## config.mk

```make
export PLATFORM = sky130hd
export DESIGN_NAME = cipher_modekey_ctl
export DESIGN_NICKNAME = d
export VERILOG_FILES = /design/src/rtl/cmk_pkg.sv /design/src/rtl/cmk_mode_reg.sv /design/src/rtl/cmk_sw_keys.sv /design/src/rtl/cmk_pk_store.sv /design/src/rtl/cmk_key_route.sv /design/src/rtl/cipher_modekey_ctl.sv
export SDC_FILE = /design/constraint.sdc
export NUM_CORES = 1
export LEC_CHECK = 0
export BUFFER_PORTS_ARGS = -buffer_cell sky130_fd_sc_hd__buf_2
export CAP_MARGIN = 40
export CORE_MARGIN = 10
export CORE_UTILIZATION = 55
export DETAILED_ROUTE_END_ITERATION = 7
export PLACE_DENSITY_LB_ADDON = 0.08
export REMOVE_ABC_BUFFERS = 1
export SYNTH_ARGS = -nofsm -noshare
export SYNTH_HDL_FRONTEND = slang
export SYNTH_SLANG_ARGS = --single-unit
```

## constraint.sdc

```tcl
create_clock -name clk -period 2.7 [get_ports clk]
set_input_delay 0.27 -clock clk [delete_from_list [all_inputs] [get_ports clk]]
set_output_delay 0.27 -clock clk [all_outputs]
set_load 0.01 [all_outputs]
```

## src/rtl/cmk_pkg.sv

```systemverilog
package cmk_pkg;

   localparam int unsigned MODE_W    = 32;
   localparam int unsigned POS_ENC   = 0;
   localparam int unsigned POS_ALG   = 1;
   localparam int unsigned POS_TWO   = 4;
   localparam int unsigned POS_ONCE  = 6;
   localparam int unsigned POS_PKSEL = 7;
   localparam int unsigned POS_START = 8;
   localparam int unsigned POS_CHAIN = 12;
   localparam int unsigned POS_LAST  = 15;
   localparam int unsigned POS_CFB   = 16;
   localparam int unsigned POS_TAMP  = 31;

   typedef enum logic [1:0] {
      ALG_SINGLE = 2'd0,
      ALG_TRIPLE = 2'd1,
      ALG_XTEA   = 2'd2,
      ALG_RSVD   = 2'd3
   } alg_e;

   typedef enum logic [1:0] {
      CH_ECB = 2'd0,
      CH_CBC = 2'd1,
      CH_OFB = 2'd2,
      CH_CFB = 2'd3
   } chain_e;

   typedef struct packed {
      logic       tamp_wipe;
      logic [1:0] cfb_sz;
      logic       last_out;
      chain_e     chain;
      logic [1:0] start;
      logic       pk_sel;
      logic       pk_once;
      logic       two_key;
      alg_e       alg;
      logic       enc;
   } mode_t;

   localparam mode_t MODE_RST = '{
      tamp_wipe: 1'b0, cfb_sz: 2'd0, last_out: 1'b0, chain: CH_ECB,
      start: 2'd0, pk_sel: 1'b0, pk_once: 1'b0, two_key: 1'b0,
      alg: ALG_TRIPLE, enc: 1'b0};

   function automatic logic [MODE_W-1:0] mode_pack(mode_t m);
      logic [MODE_W-1:0] r;
      r                  = '0;
      r[POS_ENC]         = m.enc;
      r[POS_ALG +: 2]    = m.alg;
      r[POS_TWO]         = m.two_key;
      r[POS_ONCE]        = m.pk_once;
      r[POS_PKSEL]       = m.pk_sel;
      r[POS_START +: 2]  = m.start;
      r[POS_CHAIN +: 2]  = m.chain;
      r[POS_LAST]        = m.last_out;
      r[POS_CFB +: 2]    = m.cfb_sz;
      r[POS_TAMP]        = m.tamp_wipe;
      return r;
   endfunction

   function automatic mode_t mode_unpack(logic [MODE_W-1:0] d);
      mode_t m;
      m.enc       = d[POS_ENC];
      m.alg       = alg_e'(d[POS_ALG +: 2]);
      m.two_key   = d[POS_TWO];
      m.pk_once   = d[POS_ONCE];
      m.pk_sel    = d[POS_PKSEL];
      m.start     = d[POS_START +: 2];
      m.chain     = chain_e'(d[POS_CHAIN +: 2]);
      m.last_out  = d[POS_LAST];
      m.cfb_sz    = d[POS_CFB +: 2];
      m.tamp_wipe = d[POS_TAMP];
      return m;
   endfunction

endpackage

```

## src/rtl/cmk_mode_reg.sv

```systemverilog
module cmk_mode_reg
   import cmk_pkg::*;
(
   input  logic              clk,
   input  logic              rst_n,
   input  logic              wr_en,
   input  logic              wr_prot,
   input  logic [MODE_W-1:0] wr_data,
   output mode_t             mode_o,
   output logic [MODE_W-1:0] rd_o,
   output logic              lock_o
);

   mode_t mode_q;
   mode_t mode_d;
   logic  lock_q;
   logic  accept;

   assign accept = wr_en && !wr_prot;

   always_comb begin
      mode_d = mode_unpack(wr_data);
      if (mode_d.alg == ALG_RSVD) begin
         mode_d.alg = mode_q.alg;
      end
   end

   always_ff @(posedge clk or negedge rst_n) begin
      if (!rst_n) begin
         mode_q <= MODE_RST;
         lock_q <= 1'b0;
      end else if (accept) begin
         mode_q <= mode_d;
         if (mode_d.pk_once) begin
            lock_q <= 1'b1;
         end
      end
   end

   assign mode_o = mode_q;
   assign rd_o   = mode_pack(mode_q);
   assign lock_o = lock_q;

endmodule

```

## src/rtl/cmk_sw_keys.sv

```systemverilog
module cmk_sw_keys #(
   parameter int unsigned KEY_W    = 64,
   parameter int unsigned BUS_W    = 32,
   parameter int unsigned NUM_KEYS = 3,
   parameter int unsigned IDX_W    = 3
) (
   input  logic                               clk,
   input  logic                               rst_n,
   input  logic                               wr_en,
   input  logic [IDX_W-1:0]                   wr_idx,
   input  logic [BUS_W-1:0]                   wr_data,
   input  logic                               wipe,
   output logic [NUM_KEYS-1:0][KEY_W-1:0]     keys_o
);

   localparam int unsigned WPK = KEY_W / BUS_W;

   for (genvar k = 0; k < NUM_KEYS; k++) begin : g_slot
      for (genvar w = 0; w < WPK; w++) begin : g_word
         localparam int unsigned SLOT = k * WPK + w;
         logic [BUS_W-1:0] word_q;
         logic             hit;

         assign hit = wr_en && (wr_idx == IDX_W'(SLOT));

         always_ff @(posedge clk or negedge rst_n) begin
            if (!rst_n) begin
               word_q <= '0;
            end else if (wipe) begin
               word_q <= '0;
            end else if (hit) begin
               word_q <= wr_data;
            end
         end

         assign keys_o[k][w*BUS_W +: BUS_W] = word_q;
      end
   end

endmodule

```

## src/rtl/cmk_pk_store.sv

```systemverilog
module cmk_pk_store #(
   parameter int unsigned KEY_W    = 64,
   parameter int unsigned NUM_KEYS = 3
) (
   input  logic                           clk,
   input  logic                           rst_n,
   input  logic                           load,
   input  logic [NUM_KEYS*KEY_W-1:0]      data,
   input  logic                           lock,
   output logic [NUM_KEYS-1:0][KEY_W-1:0] keys_o,
   output logic                           filled_o
);

   logic [NUM_KEYS-1:0][KEY_W-1:0] store_q;
   logic                           filled_q;
   logic                           take;

   assign take = load && (!lock || !filled_q);

   always_ff @(posedge clk or negedge rst_n) begin
      if (!rst_n) begin
         store_q  <= '0;
         filled_q <= 1'b0;
      end else if (take) begin
         store_q  <= data;
         filled_q <= 1'b1;
      end
   end

   assign keys_o   = store_q;
   assign filled_o = filled_q;

endmodule

```

## src/rtl/cmk_key_route.sv

```systemverilog
module cmk_key_route
   import cmk_pkg::*;
#(
   parameter int unsigned KEY_W    = 64,
   parameter int unsigned NUM_KEYS = 3
) (
   input  mode_t                          mode,
   input  logic [NUM_KEYS-1:0][KEY_W-1:0] sw_keys,
   input  logic [NUM_KEYS-1:0][KEY_W-1:0] pk_keys,
   output logic [KEY_W-1:0]               key_a,
   output logic [KEY_W-1:0]               key_b,
   output logic [KEY_W-1:0]               key_c
);

   logic [NUM_KEYS-1:0][KEY_W-1:0] src;

   assign src = mode.pk_sel ? pk_keys : sw_keys;

   always_comb begin
      key_a = src[0];
      key_b = '0;
      key_c = '0;
      unique case (mode.alg)
         ALG_TRIPLE: begin
            key_b = src[1];
            key_c = mode.two_key ? src[0] : src[2];
         end
         ALG_XTEA: begin
            key_b = src[1];
         end
         default: begin
         end
      endcase
   end

endmodule

```

## src/rtl/cipher_modekey_ctl.sv

```systemverilog
module cipher_modekey_ctl
   import cmk_pkg::*;
#(
   parameter int unsigned KEY_W = 64,
   parameter int unsigned BUS_W = 32,
   localparam int unsigned NUM_KEYS = 3,
   localparam int unsigned WPK      = KEY_W / BUS_W,
   localparam int unsigned IDX_W    = $clog2(NUM_KEYS * WPK + 1),
   localparam int unsigned PK_W     = NUM_KEYS * KEY_W
) (
   input  logic              clk,
   input  logic              rst_n,
   input  logic              mode_wr_en,
   input  logic              mode_wr_prot,
   input  logic [31:0]       mode_wr_data,
   input  logic              key_wr_en,
   input  logic [IDX_W-1:0]  key_wr_idx,
   input  logic [BUS_W-1:0]  key_wr_data,
   input  logic              pk_load,
   input  logic [PK_W-1:0]   pk_data,
   input  logic              tamper_i,
   output logic [31:0]       mode_rd_o,
   output logic              encrypt_o,
   output logic [1:0]        alg_o,
   output logic [1:0]        chain_o,
   output logic [1:0]        start_o,
   output logic [1:0]        cfb_size_o,
   output logic              last_out_o,
   output logic [KEY_W-1:0]  key_a_o,
   output logic [KEY_W-1:0]  key_b_o,
   output logic [KEY_W-1:0]  key_c_o
);

   if (BUS_W == 0 || KEY_W < BUS_W || (KEY_W % BUS_W) != 0) begin : g_bad_width
      $error("cipher_modekey_ctl: KEY_W must be a nonzero multiple of BUS_W");
   end

   mode_t                          mode_q;
   logic                           pk_lock;
   logic                           pk_filled;
   logic                           sw_wipe;
   logic [NUM_KEYS-1:0][KEY_W-1:0] sw_keys;
   logic [NUM_KEYS-1:0][KEY_W-1:0] pk_keys;

   cmk_mode_reg u_mode (
      .clk     (clk),
      .rst_n   (rst_n),
      .wr_en   (mode_wr_en),
      .wr_prot (mode_wr_prot),
      .wr_data (mode_wr_data),
      .mode_o  (mode_q),
      .rd_o    (mode_rd_o),
      .lock_o  (pk_lock)
   );

   assign sw_wipe = tamper_i && mode_q.tamp_wipe;

   cmk_sw_keys #(
      .KEY_W    (KEY_W),
      .BUS_W    (BUS_W),
      .NUM_KEYS (NUM_KEYS),
      .IDX_W    (IDX_W)
   ) u_sw (
      .clk     (clk),
      .rst_n   (rst_n),
      .wr_en   (key_wr_en),
      .wr_idx  (key_wr_idx),
      .wr_data (key_wr_data),
      .wipe    (sw_wipe),
      .keys_o  (sw_keys)
   );

   cmk_pk_store #(
      .KEY_W    (KEY_W),
      .NUM_KEYS (NUM_KEYS)
   ) u_pk (
      .clk      (clk),
      .rst_n    (rst_n),
      .load     (pk_load),
      .data     (pk_data),
      .lock     (pk_lock),
      .keys_o   (pk_keys),
      .filled_o (pk_filled)
   );

   cmk_key_route #(
      .KEY_W    (KEY_W),
      .NUM_KEYS (NUM_KEYS)
   ) u_route (
      .mode    (mode_q),
      .sw_keys (sw_keys),
      .pk_keys (pk_keys),
      .key_a   (key_a_o),
      .key_b   (key_b_o),
      .key_c   (key_c_o)
   );

   assign encrypt_o  = mode_q.enc;
   assign alg_o      = mode_q.alg;
   assign chain_o    = mode_q.chain;
   assign start_o    = mode_q.start;
   assign cfb_size_o = mode_q.cfb_sz;
   assign last_out_o = mode_q.last_out;

endmodule

```

## After elaboration in Yosys (flattened, before gate mapping)

Cells that the tools add are included.

| operators by class | value |
|---|---|
| eq/ne operators | 8 |
| mux-type cells | 16 |
| bitwise operators | 1 |
| reduce and logical (&&, ||, !) cells | 23 |

Operator list:

| operator | number |
|---|---|
| 32-bit two-way mux | 12 |
| 192-bit two-way mux | 1 |
| 64-bit two-way mux | 3 |
| 2-bit nonzero test | 6 |
| 1-bit logical AND | 9 |
| 3-bit by 2-bit == test with 1-bit output, second input constant | 2 |
| 3-bit == test, second input constant | 2 |
| 2-bit == test, second input constant | 2 |
| 2-bit AND reduction | 2 |
| 3-bit by 1-bit == test with 1-bit output, second input constant | 1 |
| 1-bit logical NOT | 3 |
| 3-bit logical NOT | 1 |
| 2-bit by 1-bit == test with 1-bit output, second input constant | 1 |
| 2-bit OR reduction | 1 |
| 1-bit logical OR | 1 |
| 1-bit inverter | 1 |

| word-level totals | value |
|---|---|
| bits in registers | 400 |
| input bits | 266 |
| logic and storage cells | 69 |

## Longest topological paths before layout

| depth | value |
|---|---|
| depth in word-level cells | 4 |
| depth in mapped cells | 6 |

## Hierarchy

Synthesis repeated with hierarchy kept, for this count alone.

| unflattened totals | value |
|---|---|
| cells, all modules | 1508 |
| area, all modules | 19746.4 µm² |

By module, submodules not included:

| module | instances | cells each | area an instance (µm²) |
|---|---|---|---|
| cmk_sw_keys | 1 | 665 | 8434.3 |
| cmk_pk_store | 1 | 408 | 7343.3 |
| cmk_key_route | 1 | 366 | 3140.5 |
| cmk_mode_reg | 1 | 68 | 822.0 |
| cipher_modekey_ctl | 1 | 1 | 6.3 |

## Worst setup path before layout

No wires, ideal clock.

| path | value |
|---|---|
| kind | reg-to-output |
| from | reg, netlist name u_mode.mode_o[1] |
| to | out key_c_o[0] |
| arrival time | 1.576 ns |
| data required time | 2.430 ns |
| slack | 0.854 ns |
| cell stages (with the launch flop) | 6 |
| buffers on the path | 2 |
| cell sequence | dfstp_2 > ha_1 > and2_1 > buf_1 > clkbuf_1 > o2bb2ai_1 |

| between the ends | value |
|---|---|
| word-level cells in the longest chain between the ends | 2 |

RTL lines:

| element | line | text |
|---|---|---|
| 2-bit by 1-bit == test with 1-bit output | cmk_key_route.sv:23 | `unique case (mode.alg)` |
| 64-bit two-way mux | cmk_key_route.sv:23 |  |
| end: declaration | cipher_modekey_ctl.sv:31 | `output logic [KEY_W-1:0] key_c_o` |

Every way passes these cells.

## Final worst setup path

| path | value |
|---|---|
| from | reg, netlist name u_mode.mode_o[1] |
| to | out key_c_o[62] |

| between the ends | value |
|---|---|
| word-level cells in the longest chain between the ends | 2 |

RTL lines:

| element | line |
|---|---|
| 2-bit by 1-bit == test with 1-bit output | cmk_key_route.sv:23 |
| 64-bit two-way mux | cmk_key_route.sv:23 |

Every way passes these cells.

==> impl_metrics.ini <==
[placement]
dp.cells = 2361
routabilityCongestion = 0.8303
buffer_ports.inserted = 463
post-place-ws_ns = 0.6116
dp_hpwl_microns = 41190

[run]
max_capacitance_violation_count = 0

[global_routing]
first_pass_grt_wire_length_microns = 96340
grt_pass1_vias = 16600
grt_antenna_before_repair = 4
grt_start_max_net_pins = 99
grt_remaining_overflow = 0
grt_use_total_pct = 27.34

[floorplan]
die_area_sq_mm = 0.04502
floorplan.core_area_sq_mm = 0.03652
die_w_microns = 212.2
placement_rows = 70
fp.dieH_microns = 212.2
floorplan.initialDensity_pct = 55.63
io-pin-count = 500

[synthesis]
yosys.area.top_type = sky130_fd_sc_hd__dfrtp_1
synth-async-reset-ratio_pct = 100.0
synth-seq-area-share_pct = 49.28
post_synth_most_frequent_cells = 399 x sky130_fd_sc_hd__dfrtp_1, 320 x sky130_fd_sc_hd__mux2i_1, 243 x sky130_fd_sc_hd__mux2_2
ys_types = 31
synth.yosys.warnings = 0
synth-edff-count = 0
post-synth-top-count-cell = sky130_fd_sc_hd__dfrtp_1
ys_dominant_reg_cell = sky130_fd_sc_hd__dfrtp_1
netlist_instances = 1527
synth_largest_type_area_fraction_pct = 49.15
avgSynthCellArea_sq_um = 13.30
synthTopCellsByArea = sky130_fd_sc_hd__dfrtp_1 49%, sky130_fd_sc_hd__mux2i_1 16%, sky130_fd_sc_hd__mux2_2 13%
post_synthesis_instance_area_sq_mm = 0.02032
ys_ff_latch = 400

[sta]
max_slew.worst_pin.slew_ns = 0.7744
worst_hold_margin_ns = 0.05036
report.final.slew_viol_count = 0
grt_setup_unrepaired = false
max_freq_mhz = 388.7
finalHoldViolations = 0
skew_ns = 0.009885
fin_crit_sh_pct = 95.27
final.setup.worst_slack_ns = 0.1276
period_minus_slack_ns = 2.572
slew_headroom_pct = 48.38
setup-violations-final = 0

[clock_tree]
cts_tree = built
cts_max_level = 2
cts_root_buffer = sky130_fd_sc_hd__clkbuf_16
path_clk_slew_ns = 0.05
tritoncts_num_sinks = 400
worst_skew_pair.late_latency_ns = 0.57
clock_path_buffers = 3
number_of_clock_buffers_inserted_by_tritoncts = 45

[final_layout]
finalNetCount = 2418
drive_above_1_share_pct = 48.67
synthesis_to_finish_area_growth_pct = 31.58
final_cell_count_no_fill = 2656
register_area_sq_mm = 0.01002
final_core_utilization_pct = 73.19
multiInputGateArea_sq_mm = 0.009547
nFillCells = 2484

[pwr]
cellPowerDensity_mw_per_mm2 = 739.4
clock_power_share_pct = 31.7
irDropWorstVdd_mv = 0.5079
swShare_pct = 29.63
report.power.total_mw = 19.76
p_comb_share_pct = 27.1
sequential_share_of_power_pct = 41.2
static_leakage_nw = 13.65
cell_internal_pwr_mw = 13.91
power.switching_mw = 5.857

[drt]
detailed_router_iteration_count_before_antenna_repair = 7
wl_per_cell_microns = 23.64
wl_microns = 62780
drt_iter0_drc = 1038
num_vias = 15020
number_of_nets_with_antenna_violations_after_routing = 0
drc = 0
vias_per_cell = 5.654

[critical_path]
critPathLaunchType = register
cpMaxStageDelayCell = sky130_fd_sc_hd__dfstp_2
worstPathArrival_ns = 2.30
critPathMaxStageDelay_ns = 0.57
endpoint_kind = primary output
criticalPathCategory = reg2out
timing.critical_path.cells = ha_2, and2_2, buf_4, o2bb2ai_1, buf_2
worst-endpoint-required_ns = 2.43
max_fo_critical_path = 33

[run_status]
run_status = complete, no violations

[min_path]
hp-class = in2reg
-- layer usage --
metal | track usage (%) | routed length, microns
met1 | 34.51 | 26130
met4 | 9.323 | 1895
met5 | 0 | 0
met3 | 6.568 | 4117
met2 | 45.14 | 30640
-- stage by stage --
step	instance area, sq um	setup TNS (ns)
2_1_floorplan	19510	-2581.27
3_3_place_gp	23100	0
3_5_place_dp	23100	0
4_1_cts	26700	0
5_1_grt	26730	0
6_report	26730	0
-- critical path: cells and delay by family, from the launching register on --
kind | cells | cell delay, ns
AO/OA/AOI/OAI | 1 | 0.19
adder cells (fa/ha/maj) | 1 | 0.19
buffers and inverters | 2 | 0.57
flip-flops | 1 | 0.57
AND/OR/NAND/NOR | 1 | 0.15
-- final timing paths --
check                           slack [ns]                                   to  depth (start not counted)        startpoint
worst max-delay path                  0.13                          key_c_o[62]                          5  u_mode.mode_o[1]
worst min-delay path                  0.05                     u_mode.mode_o[1]                          3   mode_wr_data[2]
worst max register to register        0.93                     u_pk.keys_o[126]                          3     u_mode.lock_o
worst min register to register        0.50                      u_pk.keys_o[15]                          1   u_pk.keys_o[15]
max in group asynchronous             1.54  u_sw.g_slot[1].g_word[0].word_q[12]                          3             rst_n
min in group asynchronous             0.30                     u_pk.keys_o[134]                          2             rst_n
-- what timing repair did --
| action | in CTS | in global routing |
|---|---|---|
| hold buffers | 209 | 0 |
| setup buffers | 0 | 2 |
| setup endpoints to repair | 0 | 26 |
| gates resized for setup | 0 | 1 |
| endpoints found under the hold margin | 278 | 0 |
-- cell usage in the layout (no fill, tap or decap), drive strengths merged, types with 2 or more instances in the layout --
cell type,count
a21bo,224
buf,517
bufinv,4
clkbuf,70
clkinv,5
conb,18
dfrtp,399
diode,4
dlygate4sd3,209
inv,2
mux2,268
mux2i,320
nand4b,2
nand4bb,3
nor2,64
o2bb2ai,64
-- cell families (layout without fill, tap and decap cells) --
group / count (synthesis) / in the layout / synth area share (%)
buf+inv: 167 / 807 / 4.293
fa+ha+maj: 1 / 1 / 0.06158
simple gates: 78 / 78 / 1.798
flops: 400 / 400 / 49.28
mux: 588 / 588 / 30.62
compound gates: 292 / 292 / 13.93
other cells: 1 / 22 / 0.01846
-- power by group through the flow --
stage,Combinational [mW],Sequential (mW),Clock [mW]
6_report,5.35,8.15,6.26
5_1_grt,5.78,8.30,6.61
4_1_cts,5.32,8.13,6.38
3_5_place_dp,5.04,8.24,0
3_3_place_gp,4.94,8.14,0
2_1_floorplan,3.16,8.16,0
-- registers in the layout (all words and copies together) (netlist names) --
register	flops
u_pk.keys_o	192
u_sw.g_slot.g_word.word_q	192
u_mode.lock_o	1
u_pk.filled_o	1
u_mode.mode_o	14
-- cell type report --
cell class | instances | area share [%]
Multi-Input combinational cell | 977 | 35.71
Clock inverter | 10 | 0.5757
Sequential cell | 400 | 37.48
Tap cell | 468 | 2.191
Clock buffer | 70 | 5.060
Timing Repair Buffer | 726 | 18.93
Antenna cell | 4 | 0.03745
Inverter | 1 | 0.01404
Power figures use the tool's default switching activity.
